[src/rtl/mrx_pkg.sv]
package mrx_pkg;
  typedef enum logic [1:0] {
    ST_IDLE = 2'd0,
    ST_SYNC = 2'd1,
    ST_RX   = 2'd2
  } rx_state_e;
endpackage

[src/rtl/mrx_sync.sv]
module mrx_sync #(
  parameter int STAGES = 2
) (
  input  logic clk_i,
  input  logic rst_ni,
  input  logic line_i,
  output logic level_o,
  output logic rise_o,
  output logic fall_o
);
  logic [STAGES-1:0] chain_q;
  logic              last_q;

  always_ff @(posedge clk_i or negedge rst_ni) begin
    if (!rst_ni) begin
      chain_q <= '1;
      last_q  <= 1'b1;
    end else begin
      chain_q <= {chain_q[STAGES-2:0], line_i};
      last_q  <= chain_q[STAGES-1];
    end
  end

  assign level_o = chain_q[STAGES-1];
  assign rise_o  = level_o & ~last_q;
  assign fall_o  = ~level_o & last_q;
endmodule

[src/rtl/mrx_period.sv]
module mrx_period #(
  parameter int CNT_W = 11,
  parameter int MIN_P = 50,
  parameter int MAX_P = 1000
) (
  input  logic             clk_i,
  input  logic             rst_ni,
  input  logic             restart_i,
  input  logic             load_i,
  output logic [CNT_W-1:0] period_o,
  output logic             early_o,
  output logic             stale_o,
  output logic             short_o,
  output logic             long_o
);
  localparam int EW = CNT_W + 2;

  logic [CNT_W-1:0] cnt_q, period_q;
  logic [EW-1:0]    elapsed, per_ext, early_lim, stale_lim;

  // elapsed = clocks since the last restart, counting the current one
  assign elapsed   = EW'(cnt_q) + EW'(1);
  assign per_ext   = EW'(period_q);
  assign early_lim = (per_ext * EW'(3)) >> 2;
  assign stale_lim = per_ext + (per_ext >> 1);

  assign early_o  = elapsed < early_lim;
  assign stale_o  = elapsed > stale_lim;
  assign short_o  = elapsed < EW'(MIN_P);
  assign long_o   = elapsed > EW'(MAX_P);
  assign period_o = period_q;

  always_ff @(posedge clk_i or negedge rst_ni) begin
    if (!rst_ni) begin
      cnt_q    <= '0;
      period_q <= CNT_W'(MAX_P);
    end else begin
      if (restart_i)   cnt_q <= '0;
      else if (~&cnt_q) cnt_q <= cnt_q + CNT_W'(1);
      if (load_i)
        period_q <= (elapsed > EW'({CNT_W{1'b1}})) ? '1 : elapsed[CNT_W-1:0];
    end
  end
endmodule

[src/rtl/mrx_word.sv]
module mrx_word #(
  parameter int N_MAX = 10,
  parameter int N_W   = 4
) (
  input  logic                  clk_i,
  input  logic                  rst_ni,
  input  logic                  clear_i,
  input  logic                  shift_i,
  input  logic                  bit_i,
  input  logic [N_W-1:0]        n_i,
  output logic [(1<<N_MAX)-1:0] word_o,
  output logic                  done_o
);
  localparam int W  = 1 << N_MAX;
  localparam int CW = N_MAX + 1;

  logic [W-1:0]  word_q;
  logic [CW-1:0] cnt_q, target;

  assign target = {{(CW-1){1'b0}}, 1'b1} << n_i;
  assign done_o = shift_i && (cnt_q == target - CW'(1));
  assign word_o = word_q;

  always_ff @(posedge clk_i or negedge rst_ni) begin
    if (!rst_ni) begin
      word_q <= '0;
      cnt_q  <= '0;
    end else if (clear_i) begin
      word_q <= '0;
      cnt_q  <= '0;
    end else if (shift_i) begin
      word_q <= {word_q[W-2:0], bit_i};
      cnt_q  <= done_o ? '0 : cnt_q + CW'(1);
    end
  end

  // bit counter never reaches the configured word length
  a_r5_cnt_bound: assert property (@(posedge clk_i) disable iff (!rst_ni)
    cnt_q < target);
endmodule

[src/rtl/mrx_rx.sv]
module mrx_rx
  import mrx_pkg::*;
#(
  parameter int N_MAX       = 10,
  parameter int CNT_W       = 11,
  parameter int MIN_P       = 50,
  parameter int MAX_P       = 1000,
  parameter int SYNC_STAGES = 2
) (
  input  logic                  clk_i,
  input  logic                  rst_ni,
  input  logic                  mode_i,
  input  logic [3:0]            cfg_n_i,
  input  logic                  line_i,
  output logic [(1<<N_MAX)-1:0] word_o,
  output logic                  word_valid_o,
  output logic                  break_o
);
  rx_state_e        state_q, state_d;
  logic [3:0]       n_q;
  logic             valid_q, brk_q, brk_d;
  logic             level, rise, fall, edge_seen;
  logic             restart, load, clear, shift, done;
  logic             early, stale, too_short, too_long;
  logic [CNT_W-1:0] period;

  mrx_sync #(.STAGES(SYNC_STAGES)) u_sync (
    .clk_i, .rst_ni, .line_i,
    .level_o(level), .rise_o(rise), .fall_o(fall)
  );

  mrx_period #(.CNT_W(CNT_W), .MIN_P(MIN_P), .MAX_P(MAX_P)) u_period (
    .clk_i, .rst_ni,
    .restart_i(restart), .load_i(load), .period_o(period),
    .early_o(early), .stale_o(stale), .short_o(too_short), .long_o(too_long)
  );

  mrx_word #(.N_MAX(N_MAX), .N_W(4)) u_word (
    .clk_i, .rst_ni,
    .clear_i(clear), .shift_i(shift), .bit_i(level), .n_i(n_q),
    .word_o(word_o), .done_o(done)
  );

  assign edge_seen = rise | fall;

  always_comb begin
    state_d = state_q;
    restart = 1'b0;
    load    = 1'b0;
    clear   = 1'b0;
    shift   = 1'b0;
    brk_d   = 1'b0;
    unique case (state_q)
      ST_IDLE: begin
        restart = 1'b1;
        if (!mode_i && fall) state_d = ST_SYNC;
      end
      ST_SYNC: begin
        if (mode_i || too_long) state_d = ST_IDLE;
        else if (rise) begin
          if (too_short) state_d = ST_IDLE;
          else begin
            state_d = ST_RX;
            load    = 1'b1;
            clear   = 1'b1;
            restart = 1'b1;
          end
        end
      end
      ST_RX: begin
        if (mode_i) state_d = ST_IDLE;
        else if (stale) begin
          state_d = ST_IDLE;
          brk_d   = 1'b1;
        end else if (edge_seen && !early) begin
          shift   = 1'b1;
          load    = 1'b1;
          restart = 1'b1;
          if (done) state_d = ST_IDLE;
        end
      end
      default: state_d = ST_IDLE;
    endcase
  end

  always_ff @(posedge clk_i or negedge rst_ni) begin
    if (!rst_ni) begin
      state_q <= ST_IDLE;
      n_q     <= 4'd3;
      valid_q <= 1'b0;
      brk_q   <= 1'b0;
    end else begin
      state_q <= state_d;
      if (clear) n_q <= cfg_n_i;
      valid_q <= shift & done;
      brk_q   <= brk_d;
    end
  end

  assign word_valid_o = valid_q;
  assign break_o      = brk_q;

  a_r6_valid_single: assert property (@(posedge clk_i) disable iff (!rst_ni)
    valid_q |=> !valid_q);
  a_r8_break_excl: assert property (@(posedge clk_i) disable iff (!rst_ni)
    brk_q |-> !valid_q);
  a_r8_break_from_rx: assert property (@(posedge clk_i) disable iff (!rst_ni)
    brk_q |-> $past(state_q) == ST_RX);
  a_r2_period_range: assert property (@(posedge clk_i) disable iff (!rst_ni)
    (state_q == ST_RX && $past(state_q) == ST_SYNC) |->
      (period >= CNT_W'(MIN_P) && period <= CNT_W'(MAX_P)));
  a_r9_mode_idle: assert property (@(posedge clk_i) disable iff (!rst_ni)
    mode_i |=> (state_q == ST_IDLE && !valid_q && !brk_q));
endmodule

[config.mk]
export PLATFORM = sky130hd
export DESIGN_NAME = mrx_rx
export DESIGN_NICKNAME = d
export VERILOG_FILES = /design/src/rtl/mrx_pkg.sv /design/src/rtl/mrx_sync.sv /design/src/rtl/mrx_period.sv /design/src/rtl/mrx_word.sv /design/src/rtl/mrx_rx.sv
export SDC_FILE = /design/constraint.sdc
export NUM_CORES = 2
export LEC_CHECK = 0
export BUFFER_PORTS_ARGS = -buffer_cell sky130_fd_sc_hd__buf_2
export CAP_MARGIN = 5
export CORE_AREA = 10 10 392 394
export CTS_BUF_LIST = sky130_fd_sc_hd__clkbuf_8
export CTS_CLUSTER_SIZE = 10
export DETAILED_ROUTE_END_ITERATION = 10
export DIE_AREA = 0 0 402 404
export HOLD_SLACK_MARGIN = 0.05
export PLACE_DENSITY = 0.51
export REMOVE_ABC_BUFFERS = 1
export SYNTH_ARGS = -nofsm -noshare
export SYNTH_HDL_FRONTEND = slang
export SYNTH_SLANG_ARGS = --single-unit
[constraint.sdc]
create_clock -name clk_i -period 8.11 [get_ports clk_i]
set_clock_uncertainty 0.2 [all_clocks]
set_input_delay 0 -clock clk_i [delete_from_list [all_inputs] [get_ports clk_i]]
set_output_delay 0 -clock clk_i [all_outputs]
set_load 0.01 [all_outputs]
-- After elaboration in Yosys (flattened, before gate mapping)
Index checks and enable logic that the tools add are counted.
- bits in registers: 1068
- input bits: 8
- output and inout bits: 1026
- word-level logic and storage cells: 76
- $add $sub $neg: 5
- $mul: 1
- $lt $le $gt $ge: 5
- equality and inequality tests: 8
- shifts and indexed selects: 1
- multiplexer cells: 30
- bitwise operators: 6
- reduce and logical (&&, ||, !) cells: 10
- operators by type and width (operator ; count):
    1024-bit two-way mux ; 2
    11-bit two-way mux ; 6
    11-bit by 1-bit adder with 11-bit output, second input constant ; 2
    2-bit two-way mux ; 8
    13-bit by 10-bit > comparator with 1-bit output, second input constant ; 1
    13-bit by 11-bit > comparator with 1-bit output, second input constant ; 1
    13-bit > comparator ; 1
    13-bit by 11-bit less-than comparator with 1-bit output ; 1
    13-bit by 6-bit less-than comparator with 1-bit output, second input constant ; 1
    11-bit by 2-bit multiplier with 13-bit output, second input constant ; 1
    11-bit by 1-bit adder with 12-bit output, second input constant ; 1
    11-bit by 10-bit adder with 12-bit output ; 1
    11-bit == test ; 1
    1-bit two-way mux ; 11
    11-bit AND reduction ; 1
    1-bit by 4-bit left shift with 11-bit output, first input constant ; 1
    11-bit by 1-bit subtractor with 11-bit output, second input constant ; 1
    4-bit != test, second input constant ; 2
    2-bit case mux with 3 select lines ; 1
    2-bit != test, second input constant ; 2
    4-bit AND reduction ; 1
    1-bit bitwise AND ; 3
    1-bit logical AND ; 3
    3-bit != test, second input constant ; 1
    10 further kinds ; 12

-- Longest topological paths before layout
- depth in word-level cells: 14
- depth in mapped cells: 19
- gate-level depth less buffers: 15

-- By module
A second synthesis with hierarchy kept.
- cell total of the unflattened synthesis: 3695
- area total of the unflattened synthesis: 44233.7 µm²
- by module, submodules not included (module ; instances ; cells an instance ; area each (µm²) ; sequential area each (µm²)):
    mrx_word ; 1 ; 3423 ; 41633.7 ; 25899.8
    mrx_period ; 1 ; 229 ; 2049.5 ; 558.0
    mrx_rx ; 1 ; 38 ; 456.7 ; 202.7
    mrx_sync ; 1 ; 5 ; 93.8 ; 78.8

-- Worst setup path after synthesis
OpenSTA, ideal clock, no wires.
- path type: reg2reg
- start point: register u_period.period_q[1], in the netlist u_period.period_o[1]
- end point: register u_word.word_q[228], in the netlist u_word.word_o[228]
- library setup time: 79 ps
- arrival: 4107 ps
- data required time: 7831 ps
- path slack: 3724 ps
- cell stages (with the launch flop): 20
- buffers on the path: 4
- period minus slack after synthesis: 4386 ps
- cells stage by stage: dfrtp_1 > ha_1 > fa_1 > a21o_1 > a21oi_1 > xor2_1 > ha_1 > nand2_1 > a21oi_1 > a2111oi_0 > a211oi_1 > or4_1 > a41o_1 > o21ai_2 > and2_1 > buf_4 > buf_12 > buf_12 > buf_8 > mux2i_1
- cells in the longest elaborated chain, start to end: 9
- elaborated cells between the ends (all ways): 11
- classes of those cells: 1 x add/sub; 1 x mul; 2 x order compare; 4 x mux; 3 x reduce/logical
- ends and longest elaborated chain (item ; RTL line ; RTL):
    start, declared ; mrx_period.sv:18 ; logic [CNT_W-1:0] cnt_q, period_q;
    start signal, assigned ; mrx_period.sv:36 ; period_q <= CNT_W'(MAX_P);
    start signal, assigned ; mrx_period.sv:41 ; period_q <= (elapsed > EW'({CNT_W{1'b1}})) ? '1 : elapsed[CNT_W-1:0];
    11-bit by 2-bit multiplier with 13-bit output ; mrx_period.sv:24 ; assign early_lim = (per_ext * EW'(3)) >> 2;
    13-bit by 11-bit less-than comparator with 1-bit output ; mrx_period.sv:27 ; assign early_o = elapsed < early_lim;
    1-bit logical NOT ; mrx_rx.sv:75 ; end else if (edge_seen && !early) begin
    1-bit logical AND ; mrx_rx.sv:75 ;
    1-bit two-way mux ; mrx_rx.sv:75 ;
    1-bit two-way mux * ; mrx_rx.sv:72 ; else if (stale) begin
    1-bit two-way mux * ; mrx_rx.sv:71 ; if (mode_i) state_d = ST_IDLE;
    1-bit two-way mux * ; mrx_rx.sv:53 ; unique case (state_q)
    2-bit nonzero test (no source line) * ; - ;
    end signal, assigned ; mrx_word.sv:32 ; word_q <= {word_q[W-2:0], bit_i};
    end, declared ; mrx_word.sv:17 ; logic [W-1:0] word_q;
Mark *: on every way between the ends. The rest lies on a longest branch, timed or not.
A chain may end at the register's enable or synchronous reset.

-- Worst setup path in the final report
- start point: register u_period.cnt_q[0]
- end point: register u_word.word_q[819], in the netlist u_word.word_o[819]
- cells in the longest elaborated chain, start to end: 9
- elaborated cells between the ends (all ways): 18
- classes of those cells: 1 x add/sub; 4 x order compare; 9 x mux; 4 x reduce/logical
- ends and longest elaborated chain (item ; RTL line ; RTL):
    start, declared ; mrx_period.sv:18 ;
    start signal, assigned ; mrx_period.sv:39 ; else if (~&cnt_q) cnt_q <= cnt_q + CNT_W'(1);
    11-bit by 1-bit adder with 12-bit output * ; mrx_period.sv:22 ; assign elapsed = EW'(cnt_q) + EW'(1);
    13-bit by 11-bit less-than comparator with 1-bit output ; mrx_period.sv:27 ;
    1-bit logical NOT ; mrx_rx.sv:75 ;
    1-bit logical AND ; mrx_rx.sv:75 ;
    1-bit two-way mux ; mrx_rx.sv:75 ;
    1-bit two-way mux ; mrx_rx.sv:72 ;
    1-bit two-way mux ; mrx_rx.sv:71 ;
    1-bit two-way mux ; mrx_rx.sv:53 ;
    2-bit nonzero test (no source line) ; - ;
Marked as above.

==> results.yml <==
run_status:
  status: "finished, final reports clean"
sta:
  hold_viol: 0
  layout_min_cycle_time_ps: 6300
  slew_headroom_pct: 33.9
  slew_viol_final: 0
  setup_viol: 0
  fmax_ghz: 0.159
  rsz0062_at_grt: "false"
  layout_worst_path_cycle_share_pct: 77.7
  tns_ps: 0
  worst_pin_slew_ps: 992
pwr:
  p_leak_nw: 27.3
  swShare_pct: 23.9
  p_per_area_nw_per_um2: 193
  comb_power_share_pct: 2.7
  internal_power_mw: 8.21
  pwr-share-clk_pct: 47.6
  seqPwrFrac_pct: 49.7
  totalPowerFinal_mw: 10.8
  p_switching_mw: 2.57
  ir_worst_vdd_uv: 121
clocking:
  cts_root_buf: "clkbuf_8"
  cts_buffer_depth: 3
  post_cts_buffers: 0
  clk_pin_slew_worst_paths_ps: 60
  cts_tree: "built"
  cts_made_buffers: 188
  h-tree-depth: 4
  cts_sinks: 1068
  clk_latency_ps: 900
die:
  core_area_um2: 145000
  die_h_um: 404
  ios: 1034
  dieWidth_um: 402
  initial_core_util_pct: 31.5
  rows: 140
  dieArea_um2: 162000
cells_and_area:
  drive_above_1_share_pct: 28.3
  fin_area_um2: 56000
  nets: 4855
  syn_to_final_growth_pct: 22.1
placement:
  dpl.hpwl_um: 111000
  place.gp.congestion: 0.841
  io_buffers: 1033
  place_area_um2: 51800
worst_hold_path:
  holdPathStages: 0
  min_from: "u_sync.chain_q[0]"
  hp-class: "reg2reg"
logic_synthesis:
  syn-instance-count: 3757
  yosys_warnings: 0
  ys_seq_elements: 1068
  synth.distinct_cells: 77
  synth-main-ff-cell: "dfrtp_1"
  ys_async_sr_fraction_pct: 100
  syn_area_um2: 45800
  syn_area_per_cell_um2: 12.2
  yosysSeqAreaShare_pct: 58.4
  synth_edf_count: 0
drt:
  via_per_inst: 4.68
  via_count: 32200
  route.met3.wl_um: 13200
  routed.top_layer: "met5"
  totalWireLength_um: 151000
  first_iter_violations: 1833
  wl_met2_um: 73700
  route.detailed.drc: 0
  first_pass_iters: 5
  wl_met1_um: 59900
  wl_per_cell_um: 22.0
  ant_nets: 0
flow_run:
  cap_violations: 0
grt:
  grt_use_total_pct: 17.9
  grt_max_degree: 195
  gr-total-overflow: 0
  antenna_found_initial: 7
  grt_pass1_wl_um: 224000
  grt_pass1_vias: 33700
setup_path:
  cpMaxStageDelayCell: "and2_4"
  path_cells: "ha_1 > nand3_1 > xnor2_1 > ha_1 > nand2_1 > a21oi_1 > a2111oi_0 > a211oi_1 > or4_1 > a41o_1 > o21ai_2 > and2_4 > buf_4 > mux2i_1"
  r2r_start: "u_period.cnt_q[0]"
  cp-startpoint: "u_period.cnt_q[0]"
  critPathRequiredTime_ps: 8700
  start_kind: "flop"
  path_class: "reg2reg"
  max_stage_delay_ps: 920
  reg2reg_depth: 14
  end_kind: "flop"
  path_max_fanout: 39
  cp.arrival_ps: 6890
  crit_top_cell: "ha_1"
stage by stage:
stage                     util, %  std cells  setup slack [ps]  hold WS [ps]
after global routing         38.5       6880              1370           114
after detailed placement     35.6       6515              1770          -109
after CTS                    38.5       6874              1790          85.9
after global placement       35.6       6515              1820          -117
final                        38.5       6882              1810           119
after floorplan                 -       3503            -35810          -496
cells in the mapped netlist, types with 4 or more instances:
cell type | n | share of area [%]
a211oi_1 | 4 | 0.066
a21o_1 | 6 | 0.098
a21oi_1 | 32 | 0.35
a31oi_1 | 10 | 0.14
and2_1 | 5 | 0.068
and3_1 | 11 | 0.15
buf_12 | 71 | 3.1
buf_2 | 13 | 0.14
buf_4 | 34 | 0.56
buf_8 | 7 | 0.23
clkbuf_1 | 129 | 1.1
dfrtp_1 | 1057 | 58
dfstp_2 | 11 | 0.63
ha_1 | 35 | 0.96
inv_1 | 23 | 0.19
mux2i_1 | 1028 | 22
nand2_1 | 1064 | 8.7
nand3_1 | 18 | 0.20
nand4_1 | 8 | 0.11
nor2_1 | 29 | 0.24
nor2b_1 | 5 | 0.068
nor3_1 | 6 | 0.066
nor4_1 | 11 | 0.15
o211ai_1 | 5 | 0.082
o21a_1 | 4 | 0.066
o21ai_0 | 15 | 0.16
o21bai_1 | 6 | 0.098
o22a_1 | 9 | 0.17
or4_1 | 4 | 0.066
xnor2_1 | 15 | 0.29
xor2_1 | 10 | 0.19
cell usage in the layout (no fill, tap or decap), types with 15 or more instances in the layout:
cell | synthesis | layout
buf_2 | 13 | 1032
ha_1 | 35 | 35
clkbuf_8 | 0 | 246
buf_12 | 71 | 20
nor2_1 | 29 | 29
nand2_1 | 1064 | 1064
dfrtp_1 | 1057 | 1057
inv_1 | 23 | 87
nand3_1 | 18 | 18
buf_4 | 34 | 42
dlygate4sd3_1 | 0 | 22
o21ai_0 | 15 | 15
mux2i_1 | 1028 | 1028
xnor2_1 | 15 | 15
a21oi_1 | 32 | 32
timing repair:
action	CTS	global route
resized for setup	0	0
hold endpoints to repair	711	0
hold buffers	23	0
sequential cells by signal (all words and copies together) (netlist names):
| signal | flops |
|---|---|
| u_word.word_o | 1024 |
| n_q | 4 |
| u_sync.last_q | 1 |
| state_q | 2 |
| u_word.cnt_q | 11 |
| word_valid_o | 1 |
| u_period.cnt_q | 11 |
| break_o | 1 |
| u_sync.chain_q | 2 |
| u_period.period_o | 11 |
final cells by class:
type	instances	area [um^2]
Tap cell	1917	2400
Fill cell	14500	89400
Multi-Input combinational cell	2411	16700
Clock buffer	246	3390
Clock inverter	90	508
Antenna cell	8	20.0
Inverter	24	90.1
Sequential cell	1068	26700
Timing Repair Buffer	1118	6140
worst paths after layout:
| check | to | slack (ps) |
|---|---|---|
| worst max-delay path | u_word.word_o[819] | 1810 |
| worst min-delay path | u_sync.chain_q[1] | 120 |
| worst max register to register | u_word.word_o[819] | 1810 |
| worst min register to register | u_sync.chain_q[1] | 120 |
| max in group asynchronous | u_word.word_o[180] | 5960 |
| min in group asynchronous | u_word.word_o[62] | 190 |
cells by family (layout without fill, tap and decap cells):
| group | Yosys count | count (layout) | share of synthesized area, % |
|---|---|---|---|
| multiplexers | 1030 | 1030 | 22.5 |
| XOR/XNOR | 27 | 27 | 0.549 |
| flip-flops | 1068 | 1068 | 58.4 |
| other | 0 | 8 | 0 |
| buffers and inverters | 278 | 1478 | 5.28 |
| adder cells (fa/ha/maj) | 37 | 37 | 1.02 |
| AO/OA/AOI/OAI | 132 | 132 | 2.02 |
| AND/OR/NAND/NOR | 1185 | 1185 | 10.3 |
worst max-delay path, delay by kind of cell (launching register included):
family,cells,cell delay [ps]
mux,1,250
compound gates,5,1470
flops,1,490
simple gates,4,1700
xor+xnor,1,440
buf+inv,1,680
fa+ha+maj,2,890
power groups by stage:
stage                     clock network (mW)  registers (mW)  logic, mW
after floorplan                            0            5.45      0.127
after global placement                     0            5.45      0.292
after detailed placement                   0            5.45      0.290
after CTS                               5.32            5.36      0.299
after global routing                    5.56            5.36      0.332
final                                   5.13            5.36      0.288
metal layers:
| layer | vias up | GRT usage, % |
|---|---|---|
| met2 | 881 | 30.0 |
| met5 | - | 0 |
| li1 | 15000 | - |
| met4 | 2 | 5.60 |
| met3 | 194 | 7.20 |
| met1 | 16100 | 20.9 |
(Power assumes the default switching activity.)
